File: config.mk
export PLATFORM = sky130hd
export DESIGN_NAME = evt_line_router
export DESIGN_NICKNAME = d
export VERILOG_FILES = /design/src/rtl/evt_line_pkg.sv /design/src/rtl/evt_line_ctrl.sv /design/src/rtl/evt_line_dp.sv /design/src/rtl/evt_line_router.sv
export SDC_FILE = /design/constraint.sdc
export NUM_CORES = 1
export LEC_CHECK = 0
export BUFFER_PORTS_ARGS = -buffer_cell sky130_fd_sc_hd__buf_2
export CAP_MARGIN = 30
export CORE_ASPECT_RATIO = 0.7
export CORE_MARGIN = 3
export CORE_UTILIZATION = 43
export DETAILED_ROUTE_END_ITERATION = 16
export GPL_ROUTABILITY_DRIVEN = 1
export PLACE_DENSITY = 0.68
export SLEW_MARGIN = 20
export SYNTH_ARGS = -nofsm -noshare
export SYNTH_HDL_FRONTEND = slang
export SYNTH_HIERARCHICAL = 1
export SYNTH_SLANG_ARGS = --single-unit
File: constraint.sdc
create_clock -name clk -period 1.4 [get_ports clk]
set_input_delay 0.07 -clock clk [delete_from_list [all_inputs] [get_ports clk]]
set_output_delay 0.07 -clock clk [all_outputs]
set_load 0.005 [all_outputs]
File: src/rtl/evt_line_pkg.sv
package evt_line_pkg;

  typedef enum logic [1:0] {
    REG_FLAGS  = 2'd0,
    REG_ENABLE = 2'd1,
    REG_SELECT = 2'd2,
    REG_LINEEN = 2'd3
  } regAddr_t;

  typedef struct packed {
    logic clrFlags;
    logic wrEnable;
    logic wrSelect;
    logic wrLineEn;
  } regStrobe_t;

  // Category group that owns a source in the grouped build.
  function automatic int unsigned groupOf(input int unsigned src);
    if (src < 3)       return 0;
    else if (src < 6)  return 1;
    else if (src < 9)  return 2;
    else if (src < 13) return 3;
    else if (src < 16) return 4;
    else if (src < 18) return 5;
    else               return 6;
  endfunction

endpackage

File: src/rtl/evt_line_ctrl.sv
module evt_line_ctrl
  import evt_line_pkg::*;
#(
  parameter int ADDR_W = 2
) (
  input  logic              wrEn,
  input  logic [ADDR_W-1:0] addr,
  output regStrobe_t        strobe,
  output regAddr_t          rdSel
);
  logic inRange;
  regAddr_t low;

  generate
    if (ADDR_W > 2) begin : g_wide
      assign inRange = (addr[ADDR_W-1:2] == '0);
    end else begin : g_narrow
      assign inRange = 1'b1;
    end
  endgenerate

  assign low   = regAddr_t'(addr[1:0]);
  assign rdSel = low;

  always_comb begin
    strobe = '0;
    if (wrEn && inRange) begin
      case (low)
        REG_FLAGS:  strobe.clrFlags = 1'b1;
        REG_ENABLE: strobe.wrEnable = 1'b1;
        REG_SELECT: strobe.wrSelect = 1'b1;
        REG_LINEEN: strobe.wrLineEn = 1'b1;
        default:    strobe = '0;
      endcase
    end
  end
endmodule

File: src/rtl/evt_line_dp.sv
module evt_line_dp
  import evt_line_pkg::*;
#(
  parameter int SRC_N   = 24,
  parameter int GRP_N   = 7,
  parameter int DATA_W  = 32,
  parameter bit GROUPED = 1'b1
) (
  input  logic              clk,
  input  logic              rstN,
  input  logic [SRC_N-1:0]  evtPulse,
  input  regStrobe_t        strobe,
  input  regAddr_t          rdSel,
  input  logic [DATA_W-1:0] wrData,
  output logic [DATA_W-1:0] rdData,
  output logic [1:0]        irqLine
);
  localparam int SEL_W  = GROUPED ? GRP_N : SRC_N;
  localparam int LINE_N = 2;

  logic [SRC_N-1:0]  flagsQ, enQ, routeHi, live;
  logic [SEL_W-1:0]  selQ;
  logic [LINE_N-1:0] lineEnQ, irqQ;
  logic [SRC_N-1:0]  clrMask;
  logic              hit0, hit1;

  assign clrMask = strobe.clrFlags ? wrData[SRC_N-1:0] : '0;

  always_ff @(posedge clk) begin
    if (!rstN) begin
      flagsQ  <= '0;
      enQ     <= '0;
      selQ    <= '0;
      lineEnQ <= '0;
      irqQ    <= '0;
    end else begin
      flagsQ <= (flagsQ & ~clrMask) | evtPulse;
      if (strobe.wrEnable) enQ     <= wrData[SRC_N-1:0];
      if (strobe.wrSelect) selQ    <= wrData[SEL_W-1:0];
      if (strobe.wrLineEn) lineEnQ <= wrData[LINE_N-1:0];
      irqQ <= {lineEnQ[1] & hit1, lineEnQ[0] & hit0};
    end
  end

  generate
    for (genvar i = 0; i < SRC_N; i++) begin : g_route
      if (GROUPED) begin : g_grp
        localparam int G = groupOf(i);
        assign routeHi[i] = selQ[G];
      end else begin : g_flat
        assign routeHi[i] = selQ[i];
      end
    end
  endgenerate

  assign live = flagsQ & enQ;
  assign hit0 = |(live & ~routeHi);
  assign hit1 = |(live & routeHi);
  assign irqLine = irqQ;

  always_comb begin
    rdData = '0;
    case (rdSel)
      REG_FLAGS:  rdData[SRC_N-1:0]  = flagsQ;
      REG_ENABLE: rdData[SRC_N-1:0]  = enQ;
      REG_SELECT: rdData[SEL_W-1:0]  = selQ;
      REG_LINEEN: rdData[LINE_N-1:0] = lineEnQ;
      default:    rdData = '0;
    endcase
  end

  // without a clear strobe no pending flag drops
  assert_flag_sticky_R2: assert property (@(posedge clk) disable iff (!rstN)
    !strobe.clrFlags |=> ((flagsQ & $past(flagsQ)) == $past(flagsQ)));

  // a pulse always lands, even against a clear
  assert_set_wins_R3: assert property (@(posedge clk) disable iff (!rstN)
    (|evtPulse) |=> ((flagsQ & $past(evtPulse)) == $past(evtPulse)));

  // nothing enabled means both lines low next cycle
  assert_no_enable_quiet_R4: assert property (@(posedge clk) disable iff (!rstN)
    (enQ == '0) |=> (irqLine == 2'b00));

  // each line gated by its own enable bit
  assert_line0_gate_R6: assert property (@(posedge clk) disable iff (!rstN)
    !lineEnQ[0] |=> !irqLine[0]);
  assert_line1_gate_R6: assert property (@(posedge clk) disable iff (!rstN)
    !lineEnQ[1] |=> !irqLine[1]);
endmodule

File: src/rtl/evt_line_router.sv
module evt_line_router
  import evt_line_pkg::*;
#(
  parameter int SRC_N   = 24,
  parameter int GRP_N   = 7,
  parameter int DATA_W  = 32,
  parameter int ADDR_W  = 2,
  parameter bit GROUPED = 1'b1
) (
  input  logic              clk,
  input  logic              rstN,
  input  logic [SRC_N-1:0]  evtPulse,
  input  logic              wrEn,
  input  logic [ADDR_W-1:0] addr,
  input  logic [DATA_W-1:0] wrData,
  output logic [DATA_W-1:0] rdData,
  output logic [1:0]        irqLine
);
  regStrobe_t strobe;
  regAddr_t   rdSel;

  evt_line_ctrl #(.ADDR_W(ADDR_W)) u_ctrl (
    .wrEn   (wrEn),
    .addr   (addr),
    .strobe (strobe),
    .rdSel  (rdSel)
  );

  evt_line_dp #(
    .SRC_N(SRC_N), .GRP_N(GRP_N), .DATA_W(DATA_W), .GROUPED(GROUPED)
  ) u_dp (
    .clk      (clk),
    .rstN     (rstN),
    .evtPulse (evtPulse),
    .strobe   (strobe),
    .rdSel    (rdSel),
    .wrData   (wrData),
    .rdData   (rdData),
    .irqLine  (irqLine)
  );
endmodule

==> results of run 1 <==
worst register-to-register path, delay by kind of cell (launching register included):
family / cells / cell delay, ns
simple gates: 1 / 0.12
compound gates: 3 / 0.73
flops: 1 / 0.33
metrics by stage:
step	hold WS, ns	std cells	worst slack (ns)
finish	0.00266	529	0.0202
global route	0.00592	529	-0.0238
CTS	0.000175	526	0.00972
detailed placement	0.305	480	0.0901
global placement	0.296	480	0.0994
floorplan	0.209	330	0.257
synth_stat cells (all sizes together):
cell / n / share of area (%)
dfxtp: 59 / 40
nor2b: 58 / 12
mux2i: 55 / 19
nand2: 36 / 4.6
a21oi: 28 / 4.8
buf: 22 / 4.9
nor2: 19 / 2.4
a22oi: 9 / 2.8
clkbuf: 6 / 0.77
inv: 6 / 0.77
o21ai: 5 / 0.86
nand3: 4 / 0.86
o22ai: 4 / 0.86
a211oi: 2 / 0.51
and3b: 2 / 0.60
mux4: 2 / 1.5
a2111oi: 1 / 0.51
a222oi: 1 / 0.34
and3: 1 / 0.26
conb: 1 / 0.13
nor3b: 1 / 0.43
o2111ai: 1 / 0.30
kinds of logic after synthesis:
group | Yosys count | synth area share [%]
muxes | 57 | 20.4
DFF | 59 | 40.4
AOI/OAI and AO/OA | 51 | 11.0
and+or+nand+nor | 121 | 21.6
other | 1 | 0.128
buffers and inverters | 34 | 6.42
registers in the layout, indices dropped and copies added (netlist names):
name	count
u_dp/flagsQ	24
u_dp/enQ	24
u_dp/irqLine	2
u_dp/lineEnQ	2
u_dp/selQ	7
cell type report:
cell class                      count  area, µm²  share of cell area [%]
Clock inverter                      4       47.5                    1.20
Clock buffer                       12        165                    4.17
Inverter                            6       22.5                   0.569
Tap cell                           91        114                    2.88
Multi-Input combinational cell    237       1600                    40.4
Timing Repair Buffer              120        818                    20.7
Sequential cell                    59       1190                    30.1
where the power goes:
| part | switching (mW) | total, mW | leakage (nW) | internal (mW) |
|---|---|---|---|---|
| Sequential | 0.0743 | 1.84 | 0.488 | 1.76 |
| Clock | 0.667 | 1.63 | 0.108 | 0.960 |
| Combinational | 0.253 | 0.565 | 1.07 | 0.312 |
repair_timing:
action,4_1_cts,5_1_grt
pin swaps,0,2
cloned,0,0
endpoints found under the hold margin,30,0
buffers inserted,0,3
setup endpoints to repair,2,4
resized for setup,2,10
hold buffers,30,0
per-layer routing:
metal	vias to the layer above	global-route usage, %	part of all wire [%]
li1	1303	-	-
met1	1167	27.8	49
met2	81	29.5	44
met3	7	7.11	6.6
met4	0	5.46	0.67
met5	-	0	0
worst paths after layout:
kind | start | end | slack (ns)
setup / recovery | u_dp/selQ[0] | rdData[0] | 0.02
hold reg to reg | u_dp/lineEnQ[0] | u_dp/irqLine[0] | 0.46
setup reg to reg | u_dp/flagsQ[5] | u_dp/irqLine[0] | 0.11
hold / removal | wrData[13] | u_dp/enQ[13] | 0.003
==> metrics.md, run 1 <==
| Metric | Value |
|---|---|
| Num CTS Buffers | 9 |
| Critical Path Max Stage Delay | 0.49 ns |
| Layout filler cell count | 551 |
| Share of layout cells above drive strength 1 | 27.6% |
| Root buf cell | clkbuf_8 |
| Vias/cell | 4.84 |
| Seq cells post-synth | 59 |
| CP Class | flop to output pin |
| Worst skew pair latency | 0.34 ns |
| Largest net degree at the start of global routing | 38 |
| Diodes inserted | 0 |
| Core area | 0.00640 mm² |
| Fin area | 0.00396 mm² |
| Via count | 2558 |
| HPWL Detailed | 5310 µm |
| Most frequent cells in the layout | buf_2, nor2b_1, mux2i_1, dfxtp_1, nand2_1 |
| Critical Path AT | 1.31 ns |
| Peak supply drop | 527 µV |
| Die area | 0.00784 mm² |
| Final period demand of the worst path | 1.38 ns |
| Worst EP required | 1.33 ns |
| Antenna viol nets, final | 0 |
| Crit path depth | 2 |
| CTS tree | done |
| Final Routed Wirelength | 7660 µm |
| Status | completed |
| Sequential share of the synthesized area | 40.4% |
| Util after Layout | 61.9% |
| Total GRT Usage | 20.0% |
| Global route overflow | 0 |
| Wirelength per Cell | 14.5 µm |
| I/O pins | 95 |
| Final nets | 494 |
| Synth Warn # | 6 |
| Crit-path slowest cell | mux4_2 |
| Initial antenna violation count | 0 |
| Chip Height | 75.0 µm |
| Die width | 105 µm |
| Tot Pwr | 4.03 mW |
| Max-cap viol count | 0 |
| Peak fanout along the critical path | 3 |
| DR DRC count | 0 |
| Crit path buffers/inverters | 1 |
| RSZ-0062 raised after global routing | true |
| Fmax | 0.725 GHz |
| Vias in the first global route | 2454 |
| Setup TNS | 0 ns |
| CP Launch Type | flop |
| Worst setup EP type | output pin |
| LEAKAGE | 1.67 nW |
| Delay-heaviest family, CP | multiplexers |
| Pwr Density | 1020 mW/mm² |
| HP Class | primary input to flop |
| IO buf count | 78 |
| Clock buffer depth | 2 |
| Syn Inst Count | 323 |
| H-tree depth | 3 |
| Post-Syn Area | 0.00292 mm² |
| Yosys cell types | 25 |
| Cell Chain, Critical Path | mux4_2 > buf_6 |
| Detailed Route Iter0 Violations | 124 |
| Syn-to-layout area delta | 35.5% |
| First-pass DRT Iterations | 5 |
| Final slew viol count | 0 |
| Setup Skew | 0.00388 ns |
| Site row count | 24 |
| Post-place instance area | 0.00338 mm² |
| Commonest non-fill, non-tap cell in the layout | buf_2 |
| Final period util | 98.6% |
| Global-route wire length before repair | 12200 µm |
| Hold Path Depth | 3 |
| Clock sink count | 59 |
| Starting Density | 45.7% |
| Reg2reg path depth | 4 |
| Clock transition at the registers of the reported paths | 0.06 ns |
| Avg Cell Area, Syn | 9.05 µm² |
| Placer Congestion | 0.793 |
| Final Hold Viols | 0 |
| Setup violators final | 0 |
No activity file was read; power rests on OpenSTA's default activity.
==> run 2: changes to the inputs <==
CORE_UTILIZATION = 54   (was 43)
PLACE_DENSITY = 0.83   (was 0.68)
clock period = 1.6 ns   (was 1.4 ns; I/O delays follow)
==> run 2 against run 1 <==
Against the previous run:
- critical endpoint is now rdData[1]
- core utilization increased by 14 points
- clock power decreased by 20%
- non-clock buffer count decreased by 9
- routed wire length decreased by 1.7%
- clock skew increased by 0.0056 ns
- sequential power decreased by 12%
- setup slack improved by 0.14 ns
- register-to-register slack improved by 0.17 ns
- sequential cell count unchanged
- hold slack improved by 0.0067 ns
- total power decreased by 16%
- via count increased by 0.90%
==> metrics.md, run 2 (same netlist as run 1, synthesis figures left out) <==
| Metric | Value |
|---|---|
| Status | completed |
| Vias in the first global route | 2487 (+1.3%) |
| Via count | 2581 (+0.90%) |
| Final period demand of the worst path | 1.44 ns |
| Reg2reg path depth | 4 (unchanged) |
| Final period util | 89.9% |
| Crit path depth | 2 (unchanged) |
| IO buf count | 78 (unchanged) |
| Post-CTS Setup Bufs | 0 (unchanged) |
| RR Endpoint | u_dp/irqLine[0] |
| Largest net degree at the start of global routing | 27 (-29%) |
| I/O pins | 95 (unchanged) |
| Crit-path slowest cell | mux4_2 |
| Max-cap viol count | 0 (unchanged) |
| HP Class | primary input to flop |
| Clock transition at the registers of the reported paths | 0.06 ns (about the same) |
| Wirelength per Cell | 15.1 µm (+4.4%) |
| Worst skew pair latency | 0.35 ns (about the same) |
| DR DRC count | 0 (unchanged) |
| Global-route wire length before repair | 11900 µm (-2.7%) |
| Diodes inserted | 0 (unchanged) |
| Most frequent cells in the layout | buf_2, dfxtp_1, nor2b_1 |
| Setup violators final | 0 (unchanged) |
| Placer Congestion | 0.844 (+6.5%) |
| Share of layout cells above drive strength 1 | 26.1% (-1.5 points) |
| Fmax | 0.695 GHz |
| Critical Path Source | u_dp/selQ[1] |
| Starting Density | 58.5% (+13 points) |
| Clock buffer depth | 2 (unchanged) |
| Hold Path Depth | 3 (unchanged) |
| Core area | 0.00499 mm² (-22%) |
| Die width | 93.9 µm (-10%) |
| CP Class | flop to output pin |
| Hold WS | 0.00935 ns (+0.00669 ns) |
| Setup Skew | 0.00947 ns (+0.00559 ns) |
| Initial antenna violation count | 0 (unchanged) |
| Vias/cell | 5.18 (+7.2%) |
| Final Routed Wirelength | 7520 µm (-1.7%) |
| Largest regs | u_dp/enQ (24), u_dp/flagsQ (24), u_dp/selQ (7) |
| Post-CTS Resized | 0 (-2) |
| Peak fanout along the critical path | 6 (+3) |
| Global route overflow | 0 (unchanged) |
| Critical Path AT | 1.36 ns (+0.05 ns) |
| HPWL Detailed | 5100 µm (-3.9%) |
| Commonest non-fill, non-tap cell in the layout | buf_2 |
| Syn-to-layout area delta | 29.1% |
| Worst setup EP type | output pin |
| Pwr Density | 895 mW/mm² (-12%) |
| Critical Path Max Stage Delay | 0.50 ns (about the same) |
| Final slew viol count | 0 (unchanged) |
| Antenna viol nets, final | 0 (unchanged) |
| CTS tree | done |
| Final nets | 485 (-1.8%) |
| Total GRT Usage | 24.8% (+4.9 points) |
| Reg-to-reg setup timing slack | 0.28 ns (+0.17 ns) |
| Clock sink count | 59 (unchanged) |
| Site row count | 21 (-13%) |
| Setup TNS | 0 ns (unchanged) |
| Hold buffers post-CTS | 24 (-20%) |
| RR Startpoint | u_dp/flagsQ[8] |
| LEAKAGE | 1.60 nW (-4.0%) |
| First-pass DRT Iterations | 4 (-1) |
| Chip Height | 67.5 µm (-9.9%) |
| Num CTS Buffers | 9 (unchanged) |
| Worst slack at placement | 0.272 ns (+0.181 ns) |
| Crit path buffers/inverters | 1 (unchanged) |
| Die area | 0.00634 mm² (-19%) |
| Final Hold Viols | 0 (unchanged) |
| Layout filler cell count | 368 (-33%) |
| CP Capture Point | rdData[1] |
| Delay-heaviest family, CP | multiplexers |
| Worst EP required | 1.52 ns (+0.19 ns) |
| Cell Chain, Critical Path | mux4_2 > buf_2 |
| H-tree depth | 3 (unchanged) |
| Detailed Route Iter0 Violations | 175 (+41%) |
| Root buf cell | clkbuf_8 |
| PnR worst setup slack | 0.162 ns (+0.141 ns) |
| CP Launch Type | flop |
| RSZ-0062 raised after global routing | false |
| Peak supply drop | 650 µV (+23%) |
[run 2: final cells by class]
class                           instances  area, µm²  area share [%]
Multi-Input combinational cell        237       1580            41.9
Sequential cell                        59       1180            31.3
Timing Repair Buffer                  111        711            18.8
Clock buffer                            9        124            3.28
Tap cell                               69       86.3            2.29
Clock inverter                          7       68.8            1.82
Inverter                                6       22.5           0.597
[run 2: routing by layer]
metal  part of all wire, %  GRT usage [%]
met5                     0              0
met4                   1.3           7.21
met3                   6.8           8.69
met2                    47           40.7
met1                    45           31.3
[run 2: worst min path at each step]
stage                       from         endpoint
CTS                   wrData[14]     u_dp/enQ[14]
floorplan            evtPulse[0]   u_dp/flagsQ[0]
global placement    evtPulse[15]  u_dp/flagsQ[15]
global route          wrData[21]     u_dp/enQ[21]
detailed placement   evtPulse[6]   u_dp/flagsQ[6]
finish              evtPulse[10]  u_dp/flagsQ[10]
[run 2: power by group]
group	leakage, nW	internal (mW)	switching, mW
clock	0.0950	0.711	0.593
combinational	1.02	0.249	0.214
sequential	0.486	1.54	0.0671
total	1.60	2.50	0.875
[run 2: worst min-delay path, delay by kind of cell]
kind,cells,cell delay [ns]
compound gates,1,0.03
simple gates,1,0.11
buf+inv,1,0.08
[run 2: per-stage QoR]
stage / power [mW] / cells / utilization, % / area [µm²]
after floorplan: 1.89 / 330 / - / 2950
after global placement: 2.04 / 458 / 66.9 / 3340
after detailed placement: 2.05 / 458 / 66.9 / 3340
after CTS: 3.40 / 498 / 75.6 / 3770
after global routing: 3.53 / 498 / 75.6 / 3770
final: 3.38 / 498 / 75.6 / 3770
==> run 3: changes to the inputs <==
--- a/config.mk
+++ b/config.mk
@@ -13,4 +13,5 @@
 export DETAILED_ROUTE_END_ITERATION = 16
 export GPL_ROUTABILITY_DRIVEN = 1
+export GPL_TIMING_DRIVEN = 0
 export PLACE_DENSITY = 0.83
 export SLEW_MARGIN = 20
==> constraint.sdc (replaced) <==
create_clock -name clk -period 1.6 [get_ports clk]
set_input_delay 0.24 -clock clk [delete_from_list [all_inputs] [get_ports clk]]
set_output_delay 0.24 -clock clk [all_outputs]
set_load 0.005 [all_outputs]
==> run 3 against run 2 <==
Against the previous run:
- critical path depth unchanged
- global-route usage is 0.24 points lower
- highest routed layer unchanged
- via count shrank 1.1%
- maximum frequency is 7.6% lower
- core utilization down 3.0 points
- hold slack improved by 0.13 ns
- critical path type unchanged
- first-iteration DRC count down 23%
- die area stayed put
- routed wire length down 0.73%
- largest power group unchanged
==> metrics.md, run 3 (same netlist as run 1, synthesis figures left out) <==
| Metric | Value |
|---|---|
| DR DRC count | 0 (unchanged) |
| Starting Density | 58.5% (unchanged) |
| Slew @ Worst Pin | 0.513 ns |
| Global route overflow | 0 (unchanged) |
| Hold Path Depth | 3 (unchanged) |
| Die area | 0.00634 mm² (unchanged) |
| Final nets | 477 (-1.6%) |
| Reg-to-reg setup timing slack | 0.17 ns (-0.11 ns) |
| Reg2reg path depth | 4 (unchanged) |
| Via count | 2552 (-1.1%) |
| Max-cap viol count | 0 (unchanged) |
| Num CTS Buffers | 9 (unchanged) |
| Diodes inserted | 0 (unchanged) |
| Final period util | 97.3% (+7.4 points) |
| IO buf count | 77 (-1.3%) |
| Antenna viol nets, final | 0 (unchanged) |
| CP Class | flop to output pin |
| Rel. slew slack | 65.8% |
| CP Launch Type | flop |
| Initial antenna violation count | 0 (unchanged) |
| Core area | 0.00499 mm² (unchanged) |
| Post-CTS Resized | 5 (+5) |
| Vias/cell | 5.23 (+0.90%) |
| Global-route wire length before repair | 11800 µm (-0.87%) |
| Hold buffers post-CTS | 0 (-100%) |
| Clock transition at the registers of the reported paths | 0.06 ns (about the same) |
| Placer Congestion | 0.854 (+1.2%) |
| I/O pins | 95 (unchanged) |
| First-pass DRT Iterations | 5 (+1) |
| Pwr Density | 941 mW/mm² (+5.1%) |
| Clock buffer depth | 2 (unchanged) |
| HP Class | primary input to flop |
| Total GRT Usage | 24.6% (-0.24 points) |
| Final Hold Viols | 0 (unchanged) |
| RR Startpoint | u_dp/flagsQ[8] |
| Chip Height | 67.5 µm (unchanged) |
| Setup violators final | 0 (unchanged) |
| Peak supply drop | 584 µV (-10%) |
| Status | completed |
| Commonest non-fill, non-tap cell in the layout | buf_2 |
| Worst skew pair latency | 0.33 ns (-0.02 ns) |
| Final slew viol count | 0 (unchanged) |
| Util after Layout | 72.6% (-3.0 points) |
| Final Routed Wirelength | 7470 µm (-0.73%) |
| RSZ-0062 raised after global routing | false |
| Clock sink count | 59 (unchanged) |
| Critical Path AT | 1.32 ns (-0.04 ns) |
| Setup Skew | 0.00285 ns (-0.00662 ns) |
| Hold Startpoint | evtPulse[7] |
| Vias in the first global route | 2407 (-3.2%) |
| Detailed Route Iter0 Violations | 135 (-23%) |
| CTS tree | done |
| Largest regs | u_dp/enQ (24), u_dp/flagsQ (24), u_dp/selQ (7) |
| Syn-to-layout area delta | 24.1% |
| Die width | 93.9 µm (unchanged) |
| Placed instance count | 476 (+3.9%) |
| H-tree depth | 3 (unchanged) |
| Critical Path Source | u_dp/lineEnQ[1] |
| Hold EP | u_dp/flagsQ[7] |
| Largest net degree at the start of global routing | 11 (-59%) |
| Worst setup EP type | output pin |
| Fmax | 0.642 GHz (-7.6%) |
| LEAKAGE | 1.57 nW (-1.8%) |
| Share of layout cells above drive strength 1 | 29.1% (+3.0 points) |
| Hold WS | 0.136 ns (+0.127 ns) |
| HPWL Detailed | 5500 µm (+7.9%) |
| Post-CTS Setup Bufs | 0 (unchanged) |
| Non-Filler Instances | 488 (-2.0%) |
| Wirelength per Cell | 15.3 µm (+1.3%) |
| Most frequent cells in the layout | buf_2, dfxtp_1, nor2b_1 |
| Worst EP required | 1.36 ns (-0.16 ns) |
| Peak fanout along the critical path | 3 (-3) |
| Root buf cell | clkbuf_8 |
| RR Endpoint | u_dp/irqLine[0] |
| Site row count | 21 (unchanged) |
| Final period demand of the worst path | 1.56 ns (+0.119 ns) |
run 3: cell types whose count changed in the layout (fill, tap and decap cells not counted), sizes merged:
cell         delta
dlygate4sd3    -24
buf            +10
clkbuf          +9
clkinv          -3
clkinvlp        -2
run 3: worst max-delay path, cell delays in order (launching register included):
cell and delay (ns):
dfxtp_1 0.34, mux4_2 0.50, buf_2 0.15
run 3: report_power, final:
group          internal (mW)  switching (mW)
sequential              1.54          0.0671
combinational          0.226           0.213
clock                  0.826           0.535
total                   2.60           0.816
run 3: routing by layer:
| metal | GRT usage, % | vias to the layer above | share of wire (%) |
|---|---|---|---|
| met5 | 0 | - | 0 |
| met4 | 9.19 | 0 | 1.2 |
| met3 | 6.46 | 9 | 8.6 |
| met2 | 37.5 | 109 | 44 |
| met1 | 33.7 | 1171 | 46 |
| li1 | - | 1263 | - |
run 3: per-stage QoR:
| step | setup TNS [ns] | worst slack (ns) | instance area, µm² | total power, mW |
|---|---|---|---|---|
| 6_report | 0 | 0.0427 | 3620 | 3.41 |
| 5_1_grt | 0 | 0.0126 | 3620 | 3.55 |
| 4_1_cts | 0 | 0.0128 | 3630 | 3.44 |
| 3_5_place_dp | -1.20 | -0.114 | 3420 | 2.07 |
| 3_3_place_gp | -0.700 | -0.0745 | 3420 | 2.06 |
| 2_1_floorplan | 0 | 0.355 | 2950 | 1.89 |
run 3: final cells by class:
cell class | count | area (µm²)
sequential | 59 | 1180
clock inverter | 2 | 35.0
tap | 69 | 86.3
inverter | 6 | 22.5
buffer | 26 | 166
fill | 405 | 1370
clock buffer | 12 | 165
timing repair buffer | 77 | 385
multi-input combinational | 237 | 1580
run 3: how the worst max path moves through the flow:
| stage | to | slack (ns) | depth (start not counted) |
|---|---|---|---|
| finish | rdData[1] | 0.04 | 2 |
| floorplan | rdData[0] | 0.36 | 4 |
| global placement | rdData[13] | -0.07 | 7 |
| CTS | rdData[1] | 0.01 | 2 |
| detailed placement | rdData[13] | -0.11 | 7 |
| global route | rdData[1] | 0.01 | 2 |
